==> config.mk <==
export PLATFORM = sky130hd
export DESIGN_NAME = wp_guard
export DESIGN_NICKNAME = d
export VERILOG_FILES = /design/src/rtl/wp_pkg.sv /design/src/rtl/wp_decode.sv /design/src/rtl/wp_enable.sv /design/src/rtl/wp_protect.sv /design/src/rtl/wp_guard.sv
export SDC_FILE = /design/constraint.sdc
export NUM_CORES = 1
export LEC_CHECK = 0
export BUFFER_PORTS_ARGS = -buffer_cell sky130_fd_sc_hd__buf_2
export CORE_ASPECT_RATIO = 1.1
export CORE_MARGIN = 4
export CORE_UTILIZATION = 47
export DETAILED_ROUTE_END_ITERATION = 10
export HOLD_SLACK_MARGIN = 0.06
export PLACE_DENSITY = 0.73
export RECOVER_POWER = 100
export SETUP_SLACK_MARGIN = 0.02
export SLEW_MARGIN = 20
export SYNTH_ARGS = -nofsm -noshare
export SYNTH_HDL_FRONTEND = slang
export SYNTH_SLANG_ARGS = --single-unit
export TNS_END_PERCENT = 1
==> constraint.sdc <==
create_clock -name clk -period 1.9 [get_ports clk]
set_clock_uncertainty 0.05 [all_clocks]
set_input_delay 0.38 -clock clk [delete_from_list [all_inputs] [get_ports clk]]
set_output_delay 0.38 -clock clk [all_outputs]
set_load 0.02 [all_outputs]
==> src/rtl/wp_pkg.sv <==
package wp_pkg;
  localparam int ADDR_W = 8;
  localparam int OP_W   = 2;

  typedef enum logic [3:0] {
    K_NONE   = 4'd0,
    K_READ   = 4'd1,
    K_WRITE  = 4'd2,
    K_ERASE  = 4'd3,
    K_ERAL   = 4'd4,
    K_WRAL   = 4'd5,
    K_EWEN   = 4'd6,
    K_EWDS   = 4'd7,
    K_PREAD  = 4'd8,
    K_ARM    = 4'd9,
    K_PCLR   = 4'd10,
    K_PWR    = 4'd11,
    K_LOCK   = 4'd12
  } cmd_kind_e;

  function automatic logic is_mem_prog(cmd_kind_e k);
    return (k == K_WRITE) || (k == K_ERASE) || (k == K_ERAL) || (k == K_WRAL);
  endfunction

  function automatic logic is_prot_prog(cmd_kind_e k);
    return (k == K_PCLR) || (k == K_PWR) || (k == K_LOCK);
  endfunction
endpackage

==> src/rtl/wp_decode.sv <==
module wp_decode
  import wp_pkg::*;
#(
  parameter int AW = ADDR_W
) (
  input  logic [1:0]    op,
  input  logic [AW-1:0] addr,
  input  logic          pe,
  input  logic          pre,
  output cmd_kind_e     kind
);
  logic [1:0] sub;
  assign sub = addr[AW-1 -: 2];

  always_comb begin
    kind = K_NONE;
    unique case (op)
      2'b10: kind = pre ? K_PREAD : K_READ;
      2'b01: kind = pre ? K_PWR : K_WRITE;
      2'b11: kind = pre ? ((&addr) ? K_PCLR : K_NONE) : K_ERASE;
      default: begin
        unique case (sub)
          2'b11:   kind = pre ? (pe ? K_ARM : K_NONE) : K_EWEN;
          2'b00:   kind = pre ? ((addr == '0) ? K_LOCK : K_NONE) : K_EWDS;
          2'b10:   kind = pre ? K_NONE : K_ERAL;
          default: kind = pre ? K_NONE : K_WRAL;
        endcase
      end
    endcase
  end
endmodule

==> src/rtl/wp_enable.sv <==
module wp_enable
  import wp_pkg::*;
(
  input  logic      clk,
  input  logic      rst_n,
  input  logic      step,
  input  cmd_kind_e kind,
  input  logic      pe,
  output logic      wen_q,
  output logic      arm_q
);
  always_ff @(posedge clk) begin
    if (!rst_n) begin
      wen_q <= 1'b0;
      arm_q <= 1'b0;
    end else if (step) begin
      if (kind == K_EWEN && pe) wen_q <= 1'b1;
      else if (kind == K_EWDS)  wen_q <= 1'b0;
      arm_q <= (kind == K_ARM);
    end
  end
endmodule

==> src/rtl/wp_protect.sv <==
module wp_protect
  import wp_pkg::*;
#(
  parameter int AW = ADDR_W
) (
  input  logic          clk,
  input  logic          rst_n,
  input  logic          go,
  input  cmd_kind_e     kind,
  input  logic [AW-1:0] addr,
  output logic [AW-1:0] bound_q,
  output logic          clr_q,
  output logic          lock_q
);
  always_ff @(posedge clk) begin
    if (!rst_n) begin
      bound_q <= '1;
      clr_q   <= 1'b1;
      lock_q  <= 1'b0;
    end else if (go) begin
      unique case (kind)
        K_PCLR: begin
          bound_q <= '1;
          clr_q   <= 1'b1;
        end
        K_PWR: begin
          bound_q <= addr;
          clr_q   <= 1'b0;
        end
        K_LOCK:  lock_q <= 1'b1;
        default: ;
      endcase
    end
  end
endmodule

==> src/rtl/wp_guard.sv <==
module wp_guard
  import wp_pkg::*;
#(
  parameter int AW = ADDR_W
) (
  input  logic          clk,
  input  logic          rst_n,
  input  logic          cmd_valid,
  input  logic [1:0]    cmd_op,
  input  logic [AW-1:0] cmd_addr,
  input  logic          pe_pin,
  input  logic          pre_pin,
  output logic          dec_valid,
  output logic [3:0]    dec_kind,
  output logic [AW-1:0] dec_addr,
  output logic          dec_permit,
  output logic          dec_prog,
  output logic [AW-1:0] prot_addr,
  output logic          prot_clear
);
  cmd_kind_e     kind;
  logic          wen_q, arm_q, lock_q, clr_q;
  logic [AW-1:0] bound_q;
  logic          permit, prog, prot_go;

  wp_decode #(.AW(AW)) u_dec (
    .op(cmd_op), .addr(cmd_addr), .pe(pe_pin), .pre(pre_pin), .kind(kind)
  );

  wp_enable u_en (
    .clk(clk), .rst_n(rst_n), .step(cmd_valid), .kind(kind), .pe(pe_pin),
    .wen_q(wen_q), .arm_q(arm_q)
  );

  wp_protect #(.AW(AW)) u_prot (
    .clk(clk), .rst_n(rst_n), .go(prot_go), .kind(kind), .addr(cmd_addr),
    .bound_q(bound_q), .clr_q(clr_q), .lock_q(lock_q)
  );

  always_comb begin
    unique case (kind)
      K_READ, K_PREAD, K_EWDS, K_ARM: permit = 1'b1;
      K_EWEN:                         permit = pe_pin;
      K_WRITE, K_ERASE:               permit = wen_q && (clr_q || (cmd_addr < bound_q));
      K_ERAL, K_WRAL:                 permit = wen_q && clr_q;
      K_PCLR, K_PWR, K_LOCK:          permit = arm_q && !lock_q;
      default:                        permit = 1'b0;
    endcase
  end

  assign prog    = permit && (is_mem_prog(kind) || is_prot_prog(kind));
  assign prot_go = cmd_valid && permit && is_prot_prog(kind);

  always_ff @(posedge clk) begin
    if (!rst_n) begin
      dec_valid  <= 1'b0;
      dec_kind   <= 4'd0;
      dec_addr   <= '0;
      dec_permit <= 1'b0;
      dec_prog   <= 1'b0;
    end else begin
      dec_valid <= cmd_valid;
      if (cmd_valid) begin
        dec_kind   <= kind;
        dec_addr   <= cmd_addr;
        dec_permit <= permit;
        dec_prog   <= prog;
      end
    end
  end

  assign prot_addr  = bound_q;
  assign prot_clear = clr_q;
endmodule

==> impl_metrics.env <==
export IMPL_min_period_over_period=1.044
export IMPL_r2r_start="u_prot.bound_q[6]"
export IMPL_dr_total_vias=1510
export IMPL_crit_end="u_prot.bound_q[6]"
export IMPL_wire_per_inst_um=15.93
export IMPL_clk_latency_ns=0.32
export IMPL_p_per_area_nw_per_um2=527.5
export IMPL_syn_avg_cell_area_um2=9.099
export IMPL_finalMaxSlewViolations=0
export IMPL_power_mw=1.114
export IMPL_syn_cell_area_um2=1538
export IMPL_vias_per_cell=5.593
export IMPL_period_needed_ns=1.983
export IMPL_ys_warn_count=0
export IMPL_reg2reg_to="u_prot.bound_q[6]"
export IMPL_rsz0062_at_grt="yes"
export IMPL_drv_cap=0
export IMPL_run_status="complete, but fails checks"
export IMPL_cellLeakagePower_nw=0.8778
export IMPL_numPortBuffers=38
export IMPL_crit_path_start="u_prot.bound_q[6]"
export IMPL_numCtsBuffers=3
export IMPL_crit_arrival_ns=2.14
export IMPL_synth_seq_cells=27
export IMPL_postSynthCellCount=169
export IMPL_routed_wl_um=4301
export IMPL_drive_gt1_frac=0.3856
export IMPL_holdWs_ns=0.3745
export IMPL_min_path_type="in -> reg"
export IMPL_initial_core_util=0.4960
export IMPL_cp_max_fo=6
export IMPL_finalNonFillerCells=270
export IMPL_crit_path_max_incr_delay_ns=0.35
export IMPL_crit_top_cell="o21ai_1"
export IMPL_final_cell_area_um2=2111
export IMPL_final_util=0.6808
export IMPL_synthMuxAreaShare=0.07811
export IMPL_clock_sinks=27
export IMPL_grt_pass1_wl_um=7058
export IMPL_cp_required_ns=2.06
export IMPL_hpwl_um=3205
export IMPL_fmax_mhz=504.2
export IMPL_drc=0
export IMPL_setup_viol=11
export IMPL_violations="negative setup slack"
export IMPL_grt_max_degree=28
export IMPL_synth_cell_types=41
export IMPL_cts_tree="done"
export IMPL_ios=39
export IMPL_overflow=0
export IMPL_start_kind="flop"
export IMPL_place_inst=264
export IMPL_ff2ff_path_depth=9
export IMPL_setup_slack_ns=-0.08321
export IMPL_clk_pin_slew_ns=0.14
export IMPL_crit_path_end_kind="flop"
export IMPL_ant_nets=0
export IMPL_dieArea_um2=4252
export IMPL_syn_nets=191
export IMPL_slowest_stage="dfxtp_2"
export IMPL_drt_iter0_markers=61
export IMPL_globalRouteTotalUtil=0.2087
export IMPL_tightest_slew_ns=0.4378
export IMPL_rrSetupSlack_ns=-0.08
export IMPL_antennaDiodeCount=0
export IMPL_antenna_found_initial=0
export IMPL_cp_cell_sequence="inv_1, ha_4, and4_1, o21ai_1, o211ai_1, nand3_1, buf_6, a21oi_2, o21ai_1"
export IMPL_finalHoldViolations=0
export IMPL_synthAdderAreaFrac=0.05696
export IMPL_clockBufferDepth=2
export IMPL_synth_compound_area_frac=0.1896
export IMPL_design_core_area_um2=3100
export IMPL_irDropWorstVdd_mv=0.4117
export IMPL_grt_pass1_vias=1534
export IMPL_holdBufCountCts=0
export IMPL_gp_congestion=0.9976
export IMPL_slew_headroom=0.7081
export IMPL_die_w_um=62.54
export IMPL_syn_to_final_growth_pct=37.27
export IMPL_placed_cell_area_um2=1992
export IMPL_die_h_um=67.99
export IMPL_synth_top_family_by_area="simple AND/OR/NAND/NOR gates"
export IMPL_htreeDepth=1
export IMPL_synth_simple_gate_area_frac=0.2604
export IMPL_dr_pass1_iters=5
export IMPL_synth_seq_area_share=0.3515
export IMPL_rows=21
export IMPL_synth_xor_area_frac=0.005696
export IMPL_fin_nets=259
export IMPL_critical_path_class="reg -> reg"
export IMPL_cts_root_buffer="clkbuf_4"
critical path, delay by kind of cell (launching register included):
| kind | cells | cell delay, ns |
|---|---|---|
| AOI/OAI and AO/OA | 4 | 0.59 |
| DFF | 1 | 0.35 |
| and+or+nand+nor | 2 | 0.37 |
| adders and majority gates | 1 | 0.26 |
| buffers and inverters | 2 | 0.25 |
area by class of cell:
cell class,count,area [µm²]
clock buffer,4,26.28
fill,285,989.7
inverter,8,30.03
multi-input combinational,125,1027
sequential,27,551.8
tap,34,42.54
timing repair buffer,72,432.9
Yosys cell counts:
library cell  count  share of area
dfxtp_1          27           0.35
nand2b_1          4          0.016
a211oi_1          1         0.0049
clkbuf_1          3         0.0073
o21ai_1           1         0.0033
nand4_4           1          0.014
buf_1             2         0.0049
o211ai_1          3          0.015
ha_1              7          0.057
a211o_1           3          0.017
buf_2             2         0.0065
or3b_1            1         0.0057
nand3_1           3         0.0098
and3_1            4          0.016
a211o_2           1         0.0065
nor2b_1          14          0.057
buf_6             2          0.015
o31ai_2           1         0.0081
o21ai_0          15          0.049
o211ai_2          1         0.0081
o2111ai_1         1         0.0057
nor4_1            8          0.033
and3b_1           1         0.0057
xor2_1            1         0.0057
nor3_1            5          0.016
mux2i_1          12          0.078
a21boi_0          3          0.015
a31oi_1           4          0.016
a21oi_1          11          0.036
inv_1             8          0.020
and4_1            1         0.0057
o31a_1            1         0.0057
nor4_4            2          0.028
nor4_2            1         0.0081
and2_1            1         0.0041
nand4_1           3          0.012
nor3b_2           1         0.0081
buf_4             1         0.0049
nor2_1            4         0.0098
nand2_1           3         0.0073
or2_2             1         0.0041
registers in the layout (all words and copies together), names as in the netlist:
register and flops:
dec_valid 1, u_prot.clr_q 1, dec_addr 8, u_en.arm_q 1, u_en.wen_q 1, u_prot.lock_q 1
u_prot.bound_q 8, dec_permit 1, dec_prog 1, dec_kind 4
worst min path at each step:
stage,from,to,slack (ns),depth (start not counted)
6_report,rst_n,u_prot.bound_q[2],0.37,2
5_1_grt,rst_n,u_prot.bound_q[0],0.39,2
4_1_cts,rst_n,u_prot.clr_q,0.36,2
3_5_place_dp,dec_prog,dec_prog,0.42,2
3_3_place_gp,u_prot.lock_q,u_prot.lock_q,0.40,2
2_1_floorplan,u_prot.lock_q,u_prot.lock_q,0.39,2
layer usage:
metal | track usage | routed length (µm)
met5 | 0 | 0
met4 | 0.09366 | 61
met3 | 0.04105 | 175
met2 | 0.3795 | 2177
met1 | 0.2410 | 1886
cells by family after synthesis:
kind of cell,Yosys count
AOI/OAI and AO/OA,46
xor gates and xnor gates,1
adders and majority gates,7
buffers and inverters,18
DFF,27
muxes,12
and+or+nand+nor,58
timing repair:
item / CTS / global route
gates resized for setup: 17 / 14
cloned: 1 / 0
setup buffers: 1 / 0
setup endpoints to repair: 11 / 12
endpoints found under the hold margin: 0 / 0
pin swaps: 8 / 8
layout by cell type (no fill, tap or decap), drive strengths merged:
cell / instances
a211o: 4
a211oi: 1
a21boi: 3
a21oi: 11
a31oi: 4
and2: 1
and3: 5
and3b: 1
and4: 1
buf: 52
clkbuf: 24
dfxtp: 27
ha: 7
inv: 8
mux2i: 12
nand2: 3
nand2b: 4
nand3: 3
nand4: 4
nor2: 4
nor2b: 14
nor3: 5
nor3b: 1
nor4: 11
o2111ai: 1
o211ai: 4
o21ai: 16
o31a: 1
o31ai: 1
or2: 1
or3b: 1
xor2: 1
metrics by stage:
| stage | setup TNS, ns | worst slack [ns] |
|---|---|---|
| floorplan | -0.4368 | -0.08059 |
| global placement | -3.014 | -0.3470 |
| detailed placement | -3.398 | -0.3681 |
| CTS | -0.5310 | -0.07371 |
| global route | -2.275 | -0.2275 |
| finish | -0.5645 | -0.08321 |
where the power goes:
group          switching [mW]  total [mW]  internal (mW)
logic                   0.159       0.274          0.115
registers             0.00915       0.593          0.584
clock network           0.164       0.246         0.0822
Note: power is estimated with default switching activity, not from simulation.
